## src/rtl/ebi_pkg.sv

```systemverilog
package ebi_pkg;
  localparam int DW   = 24;
  localparam int AW   = 14;
  localparam int BW   = 22;
  localparam int PW   = 8;
  localparam int NSEL = 4;
  localparam int HW   = DW - PW;

  typedef enum logic [1:0] {
    SP_PM = 2'd0,
    SP_DM = 2'd1,
    SP_IO = 2'd2,
    SP_BM = 2'd3
  } space_e;

  typedef struct packed {
    logic [AW-1:0]   addr;
    logic [AW-1:0]   aoe;
    logic [DW-1:0]   dout;
    logic [DW-1:0]   doe;
    logic [NSEL-1:0] sel_n;
  } pins_t;

  localparam pins_t PINS_IDLE = '{addr: '0, aoe: '0, dout: '0, doe: '0, sel_n: '1};

  // Pin image of one access in the selected personality.
  function automatic pins_t map_pins(input logic host, input space_e sp, input logic wr,
                                     input logic [BW-1:0] a, input logic [DW-1:0] wd,
                                     input logic [PW-1:0] page);
    pins_t p;
    p = PINS_IDLE;
    p.sel_n[sp] = 1'b0;
    if (host) begin
      p.addr[0] = a[0];
      p.aoe[0]  = 1'b1;
    end else begin
      p.addr = a[AW-1:0];
      p.aoe  = '1;
    end
    case (sp)
      SP_PM: if (wr) begin
        if (host) begin
          p.dout[DW-1:PW] = wd[DW-1:PW];
          p.doe[DW-1:PW]  = '1;
        end else begin
          p.dout = wd;
          p.doe  = '1;
        end
      end
      SP_DM, SP_IO: if (wr) begin
        p.dout[DW-1:PW] = wd[HW-1:0];
        p.doe[DW-1:PW]  = '1;
      end
      default: begin
        p.dout[DW-1:DW-PW] = host ? page : a[BW-1:AW];
        p.doe[DW-1:DW-PW]  = '1;
        if (wr) begin
          p.dout[DW-PW-1:PW] = wd[PW-1:0];
          p.doe[DW-PW-1:PW]  = '1;
        end
      end
    endcase
    return p;
  endfunction

  // Read data as seen by the core after the strobe.
  function automatic logic [DW-1:0] fmt_rdata(input logic host, input space_e sp,
                                              input logic [DW-1:0] din);
    logic [DW-1:0] r;
    case (sp)
      SP_PM:        r = host ? {din[DW-1:PW], {PW{1'b1}}} : din;
      SP_DM, SP_IO: r = {{PW{1'b0}}, din[DW-1:PW]};
      default:      r = {{HW{1'b0}}, din[DW-PW-1:PW]};
    endcase
    return r;
  endfunction
endpackage

```

## src/rtl/ebi_mode_latch.sv

```systemverilog
module ebi_mode_latch (
  input  logic clk,
  input  logic rst_n,
  input  logic strap,
  output logic host
);
  always_ff @(posedge clk) begin
    if (!rst_n) host <= strap;
  end
endmodule

```

## src/rtl/ebi_pin_drive.sv

```systemverilog
module ebi_pin_drive
  import ebi_pkg::*;
(
  input  logic           clk,
  input  logic           rst_n,
  input  logic           host,
  input  logic           req_valid,
  input  space_e         req_space,
  input  logic           req_write,
  input  logic [BW-1:0]  req_addr,
  input  logic [DW-1:0]  req_wdata,
  input  logic [PW-1:0]  page,
  output pins_t          pins,
  output logic           rd_n,
  output logic           wr_n,
  output logic           acc_live,
  output space_e         acc_space,
  output logic           acc_write,
  output logic [PW-1:0]  acc_wlow
);
  always_ff @(posedge clk) begin
    if (!rst_n) begin
      pins      <= PINS_IDLE;
      rd_n      <= 1'b1;
      wr_n      <= 1'b1;
      acc_live  <= 1'b0;
      acc_space <= SP_PM;
      acc_write <= 1'b0;
      acc_wlow  <= '0;
    end else if (req_valid) begin
      pins      <= map_pins(host, req_space, req_write, req_addr, req_wdata, page);
      rd_n      <= req_write;
      wr_n      <= !req_write;
      acc_live  <= 1'b1;
      acc_space <= req_space;
      acc_write <= req_write;
      acc_wlow  <= req_wdata[PW-1:0];
    end else begin
      pins      <= PINS_IDLE;
      rd_n      <= 1'b1;
      wr_n      <= 1'b1;
      acc_live  <= 1'b0;
    end
  end
endmodule

```

## src/rtl/ebi_rd_capture.sv

```systemverilog
module ebi_rd_capture
  import ebi_pkg::*;
(
  input  logic          clk,
  input  logic          rst_n,
  input  logic          host,
  input  logic          acc_live,
  input  space_e        acc_space,
  input  logic          acc_write,
  input  logic [PW-1:0] acc_wlow,
  input  logic [DW-1:0] din,
  output logic [DW-1:0] rdata,
  output logic          rvalid,
  output logic [PW-1:0] px
);
  logic rd_end, pm_end;
  assign rd_end = acc_live && !acc_write;
  assign pm_end = acc_live && (acc_space == SP_PM);

  always_ff @(posedge clk) begin
    if (!rst_n) begin
      rdata  <= '0;
      rvalid <= 1'b0;
      px     <= '0;
    end else begin
      rvalid <= rd_end;
      if (rd_end) rdata <= fmt_rdata(host, acc_space, din);
      if (pm_end) px <= acc_write ? acc_wlow : (host ? {PW{1'b1}} : din[PW-1:0]);
    end
  end
endmodule

```

## src/rtl/ext_bus_iface.sv

```systemverilog
module ext_bus_iface
  import ebi_pkg::*;
(
  input  logic            clk,
  input  logic            rst_n,
  input  logic            mode_strap,
  input  logic            req_valid,
  input  logic [1:0]      req_space,
  input  logic            req_write,
  input  logic [BW-1:0]   req_addr,
  input  logic [DW-1:0]   req_wdata,
  input  logic [PW-1:0]   dm_page,
  output logic [AW-1:0]   addr_o,
  output logic [AW-1:0]   addr_oe_o,
  output logic [DW-1:0]   data_o,
  output logic [DW-1:0]   data_oe_o,
  input  logic [DW-1:0]   data_i,
  output logic [NSEL-1:0] sel_n_o,
  output logic            rd_n_o,
  output logic            wr_n_o,
  output logic [DW-1:0]   rdata_o,
  output logic            rdata_valid_o,
  output logic [PW-1:0]   px_o,
  output logic            host_mode_o
);
  logic          host;
  pins_t         pins;
  logic          acc_live;
  space_e        acc_space;
  logic          acc_write;
  logic [PW-1:0] acc_wlow;

  ebi_mode_latch mode_i (
    .clk(clk), .rst_n(rst_n), .strap(mode_strap), .host(host)
  );

  ebi_pin_drive drive_i (
    .clk(clk), .rst_n(rst_n), .host(host),
    .req_valid(req_valid), .req_space(space_e'(req_space)), .req_write(req_write),
    .req_addr(req_addr), .req_wdata(req_wdata), .page(dm_page),
    .pins(pins), .rd_n(rd_n_o), .wr_n(wr_n_o),
    .acc_live(acc_live), .acc_space(acc_space), .acc_write(acc_write), .acc_wlow(acc_wlow)
  );

  ebi_rd_capture cap_i (
    .clk(clk), .rst_n(rst_n), .host(host),
    .acc_live(acc_live), .acc_space(acc_space), .acc_write(acc_write), .acc_wlow(acc_wlow),
    .din(data_i), .rdata(rdata_o), .rvalid(rdata_valid_o), .px(px_o)
  );

  assign addr_o      = pins.addr;
  assign addr_oe_o   = pins.aoe;
  assign data_o      = pins.dout;
  assign data_oe_o   = pins.doe;
  assign sel_n_o     = pins.sel_n;
  assign host_mode_o = host;
endmodule

```

## config.mk

```make
export PLATFORM = sky130hd
export DESIGN_NAME = ext_bus_iface
export DESIGN_NICKNAME = d
export VERILOG_FILES = /design/src/rtl/ebi_pkg.sv /design/src/rtl/ebi_mode_latch.sv /design/src/rtl/ebi_pin_drive.sv /design/src/rtl/ebi_rd_capture.sv /design/src/rtl/ext_bus_iface.sv
export SDC_FILE = /design/constraint.sdc
export NUM_CORES = 1
export LEC_CHECK = 0
export ABC_CLOCK_PERIOD_IN_PS = 3550
export BUFFER_PORTS_ARGS = -buffer_cell sky130_fd_sc_hd__buf_2
export CORE_MARGIN = 5
export CORE_UTILIZATION = 50
export CTS_BUF_LIST = sky130_fd_sc_hd__clkbuf_4 sky130_fd_sc_hd__clkbuf_8
export DETAILED_ROUTE_END_ITERATION = 12
export MAX_ROUTING_LAYER = met4
export PLACE_DENSITY = 0.88
export SYNTH_ARGS = -nofsm -noshare
export SYNTH_HDL_FRONTEND = slang
export SYNTH_SLANG_ARGS = --single-unit
```

## constraint.sdc

```tcl
create_clock -name clk -period 3.55 [get_ports clk]
set_clock_uncertainty 0.05 [all_clocks]
set_input_delay 0.1775 -clock clk [delete_from_list [all_inputs] [get_ports clk]]
set_output_delay 0.1775 -clock clk [all_outputs]
set_load 0.02 [all_outputs]
```

Yosys cells after proc, flatten, opt, wreduce, memory -nomap -nowiden
Index checks and enable logic that the tools add are counted.

word-level totals
  register bits = 128
  input bits = 85
  output and inout port bits = 116
  word-level logic and storage cells = 64

operators by class
  order comparisons = 2
  equal/unequal tests = 4
  multiplexer cells = 21
  bitwise logic cells = 5
  reduce and logical (&&, ||, !) cells = 13

operators with widths
  operator                                              count
  two-way mux 8 bit                                     10
  case mux 16 bit (2 select lines)                      2
  two-way mux 53 bit                                    1
  two-way mux 48 bit                                    1
  case mux 24 bit (2 select lines)                      1
  two-way mux 16 bit                                    2
  two-way mux 13 bit                                    1
  OR reduction 5 bit                                    1
  equality test 2 x 1 -> 1 bit (second input constant)  2
  equality test 2 bit (second input constant)           2
  zero test 2 bit                                       2
  inverter 1 bit                                        4
  inverter 4 bit                                        1
  AND reduction 4 bit                                   1
  OR reduction 2 bit                                    2
  logical AND 1 bit                                     3
  < comparator 2 x 3 -> 1 bit (second input constant)   1
  OR reduction 3 bit                                    1
  demux 1 bit (select 2 bit)                            1
  >= comparator 2 x 1 -> 1 bit (second input constant)  1
  zero test 1 bit                                       2
  two-way mux 1 bit                                     2
  AND reduction 2 bit                                   1

Depth between registers and ports, before layout
  depth in word-level cells = 6
  depth in mapped cells = 7
  mapped depth without buffers = 5

Hierarchy
A second synthesis with hierarchy kept.

second synthesis, totals
  cells, all modules = 399
  area total of the unflattened synthesis = 4,047.6 um^2

modules (own cells, without submodules)
  module          instances  cells each  area each (um^2)  sequential area each (um^2)
  ebi_pin_drive   1          233         2,467.4           1,201.2
  ebi_rd_capture  1          164         1,546.5           660.6
  ebi_mode_latch  1          2           33.8              30.0

Least setup slack after synthesis
No wires, ideal clock.

  path kind = register to register
  start point = reg mode_i.host
  end point = reg, netlist name drive_i.pins[48]
  setup time = 0.128 ns
  data arrival time = 1.372 ns
  required time = 3.372 ns
  path slack = 2.001 ns
  stages on the path, launching flop included = 6
  path buffers = 2
  clock period less this slack = 1.549 ns
  cells stage by stage = edfxtp_1 buf_2 buf_2 mux2_2 a22oi_1 nor2_1

on the way
  word-level cells in the longest chain between the ends = 2

RTL lines
  item                              line                 text
  from (decl)                       ebi_mode_latch.sv:5  output logic host
  from (signal assigned)            ebi_mode_latch.sv:8  if (!rst_n) host <= strap;
  two-way mux 8 bit                 ebi_pkg.sv:55        p.dout[DW-1:DW-PW] = host ? page : a[BW-1:AW];
  case mux 16 bit (2 select lines)  ebi_pkg.sv:40        case (sp)

Every way passes these cells.
A chain may end at the register's enable or synchronous reset.

Worst setup path after layout
  start point = reg drive_i.acc_space[0]
  end point = reg cap_i.rdata[22]

on the way
  word-level cells in the longest chain between the ends = 3
  elaborated cells on any way between the ends = 5
  classes of those cells = 2 x eq/ne; 1 x mux; 2 x reduce/logical

RTL lines
  item                                                                        line                  text
  from (decl)                                                                 ebi_pin_drive.sv:17   output space_e acc_space,
  from (signal assigned)                                                      ebi_pin_drive.sv:35   acc_space <= req_space;
  equality test 2 x 1 -> 1 bit / equality test 2 bit (equally long branches)  ebi_pkg.sv:70         case (sp)
  OR reduction 2 bit                                                          ebi_pkg.sv:70
  case mux 24 bit (2 select lines) (*)                                        ebi_pkg.sv:70
  to (signal assigned)                                                        ebi_rd_capture.sv:27  if (rd_end) rdata <= fmt_rdata(host, acc_space, din);
  to (decl)                                                                   ebi_rd_capture.sv:12  output logic [DW-1:0] rdata,

Every way passes the cells marked *; elsewhere a longest branch is shown, timed or not.

==> results_dict.tcl <==
set metrics [dict create \
    root_buf_cell "sky130_fd_sc_hd__clkbuf_8" \
    worstReg2RegEnd "cap_i.rdata[22]" \
    p_leak_uw 0.00246 \
    final-max-slew-violation-count 0 \
    fin_cells 647 \
    gate_count_post_synth 375 \
    drc_errors 0 \
    met2WireLength_um 5420 \
    clock_tree.htree_level_count 3 \
    timing_worst_slew_pin_value_ps 1140 \
    number_of_global_route_vias_before_repair 3447 \
    mappedNetlistNets 468 \
    antenna_violations_before_repair 0 \
    netSwitchingFraction_pct 27.8 \
    final.setup.tns_ps 0 \
    postCtsHoldBufs 15 \
    synth.cell_area_um2 3770 \
    met1_length_um 4270 \
    drt_pre_antenna_iters 5 \
    hpwlAfterDp_um 8030 \
    p_per_area_nw_per_um2 444 \
    cts_tree "done" \
    count_of_cells_along_the_worst_register_to_register_path 5 \
    numPortBuffers 200 \
    max_cap_violations 0 \
    worstHoldPathCells 2 \
    fin_crit_ps 2150 \
    nFillCells 603 \
    synth.largest_area_cell "sky130_fd_sc_hd__dfxtp_1" \
    timing.max_slew.rel_slack_pct 22.7 \
    floorplan.die.height_um 96.9 \
    grt_start_max_net_pins 37 \
    report.final.hold_viol_count 0 \
    wl_met3_um 644 \
    multiInputGateArea_um2 1480 \
    die_x_um 96.9 \
    report.power.total_uw 2160 \
    synth_top_cells_by_area "sky130_fd_sc_hd__dfxtp_1, sky130_fd_sc_hd__buf_4, sky130_fd_sc_hd__a22o_1, sky130_fd_sc_hd__nor2_1, sky130_fd_sc_hd__a22oi_1" \
    worstPathMaxFanout 12 \
    floorplan.rows 31 \
    hold_path.startpoint "req_wdata[15]" \
    critical_path_class "reg -> reg" \
    drt_iter0_drc 173 \
    share_clk_of_total_power_pct 30.8 \
    route.detailed.wl_per_inst_um 16.4 \
    floorplan.initialDensity_pct 51.8 \
    regToRegSetupSlack_ps 1400 \
    viasPerCell 5.12 \
    synth_warn 0 \
    worst_ep_arrival_time_ps 2360 \
    clk_transition_reported_paths_ps 90 \
    cp-end-kind "flip-flop" \
    clock.fmax_ghz 0.465 \
    core_um2 7290 \
    synth_largest_type_area_fraction_pct 49.3 \
    syn-mean-instance-area_um2 10.1 \
    max_used_layer "met4" \
    cts_setup_buffers 0 \
    grtUsageTotal_pct 22.6 \
    floorplan.die_area_um2 9380 \
    area_growth_syn_to_layout_pct 28.8 \
    switching_power_uw 600 \
    postSynthRegisterBits 94 \
    share_comb_of_total_power_pct 16.5 \
    layout_worst_path_cycle_share_pct 60.5 \
    insertedDiodeCount 0 \
    finalWeightedCongestion 0.897 \
    finalNetCount 636 \
    cts-root-to-sink-buffers 2 \
    clkSinkCount 94 \
    final-seq-area_um2 1890 \
    tritoncts.num_buffers 9 \
    worst_hold_path_type "in -> reg" \
    finalSetupViolations 0 \
    number_of_resized_instances_in_the_post_cts_repair_step 0 \
    yosysSeqAreaShare_pct 50.1 \
    worstPathRequired_ps 3760 \
    whs_endpoint "drive_i.pins[43]" \
    grt_pass1_wl_um 17000 \
    synth.distinct_cells 31 \
    detail_route.wirelength_um 10600 \
    peakVddDrop_mv 0.170 \
    post-route-util_pct 66.7 \
    global_route.overflow_total 0 \
    vias 3314 \
    insertion_delay_ps 340 \
    antenna_violating_nets_post_route 0 \
    num_io_pins 201 \
    p_seq_share_pct 52.6 \
    critical_path.reg2reg.startpoint "drive_i.acc_space[0]" \
    kind_of_start_point_of_the_critical_path "flip-flop" \
    drive_above_1_share_pct 42.0 \
    grt_setup_unrepaired "false" \
    placed_cells 616 \
    intPower_uw 1560 \
    status "completed" \
]
## how the worst max path moves through the flow
stage | from | endpoint | slack, ps | cells past startpoint
after floorplan | mode_i.host | drive_i.pins[48] | 2000 | 5
after global placement | drive_i.acc_space[0] | cap_i.rdata[23] | 1580 | 5
after detailed placement | drive_i.acc_space[0] | cap_i.rdata[23] | 1380 | 5
after CTS | drive_i.acc_space[0] | cap_i.rdata[23] | 1350 | 5
after global routing | drive_i.acc_space[0] | cap_i.rdata[19] | 1230 | 5
final | drive_i.acc_space[0] | cap_i.rdata[22] | 1400 | 5
## registers in the layout, summed over array words and instances (netlist names)
| register | cells |
|---|---|
| mode_i.host | 1 |
| cap_i.rdata | 24 |
| drive_i.acc_live | 1 |
| drive_i.acc_wlow | 8 |
| drive_i.acc_space | 2 |
| cap_i.rvalid | 1 |
| cap_i.px | 8 |
| drive_i.pins | 46 |
| drive_i.wr_n | 1 |
| drive_i.acc_write | 1 |
| drive_i.rd_n | 1 |
## cells in the final DEF, fill, tap and decap left out, drive strengths merged, types with 3 or more instances in the layout
master | Yosys | layout
inv | 7 | 8
a221o | 8 | 8
a21oi | 9 | 9
nor3b | 3 | 3
mux2 | 8 | 8
nand2 | 14 | 14
nor3 | 9 | 9
nor2 | 49 | 49
dfxtp | 93 | 93
buf | 46 | 200
clkinv | 1 | 3
a22o | 24 | 24
clkbuf | 12 | 12
a22oi | 24 | 24
nand2b | 11 | 11
dlygate4sd3 | 0 | 15
mux2i | 11 | 11
ha | 8 | 8
o311ai | 8 | 8
and2 | 23 | 23
## worst max-delay path: stages, from the launching register on
cell                       delay [ps]
sky130_fd_sc_hd__dfxtp_1          330
sky130_fd_sc_hd__inv_1             60
sky130_fd_sc_hd__ha_1             370
sky130_fd_sc_hd__nor4bb_1         950
sky130_fd_sc_hd__a22oi_1          160
sky130_fd_sc_hd__nor2_1           150
## power by group through the flow
stage	Clock (µW)	Combinational, µW	Sequential, µW
after global placement	0	336	1160
final	666	357	1140
after CTS	679	357	1140
after global routing	723	386	1140
after detailed placement	0	343	1160
after floorplan	0	191	1200
## cell families (layout without fill, tap and decap cells)
logic type,count (synthesis),in the layout,share of synthesized area [%]
mux,19,19,5.31
simple gates,114,114,15.5
buf+inv,66,239,10.8
compound gates,74,74,15.6
flops,94,94,50.1
fa+ha+maj,8,8,2.65
## metal layers
| layer | track usage [%] | up-vias |
|---|---|---|
| li1 | - | 1605 |
| met1 | 24.7 | 1536 |
| met2 | 39.4 | 149 |
| met3 | 5.32 | 24 |
| met4 | 9.40 | 0 |
| met5 | - | - |
## cells in the mapped netlist (all sizes together)
library cell   n
dfxtp         93
nor2          49
buf           46
a22o          24
a22oi         24
and2          23
nand2         14
clkbuf        12
mux2i         11
nand2b        11
a21oi          9
nor3           9
a221o          8
ha             8
mux2           8
o311ai         8
inv            7
nor3b          3
and3           1
clkinv         1
edfxtp         1
nand3          1
nand3b         1
nor2b          1
nor4bb         1
o21ai          1
## stage by stage
stage | worst slack [ps] | area [µm²] | hold WS [ps]
floorplan | 2000 | 3770 | 226
global placement | 1580 | 4520 | 309
detailed placement | 1380 | 4520 | 311
CTS | 1350 | 4860 | 3.76
global route | 1230 | 4860 | 8.55
finish | 1400 | 4860 | 14.3
## layout make-up
cell class	instances	share of cell area (%)
clock buffer	12	3.27
clock inverter	4	0.618
inverter	8	0.618
multi-input combinational	215	30.3
sequential	94	38.9
tap	99	2.55
timing repair buffer	215	23.7
No activity file was read; power rests on OpenSTA's default activity.
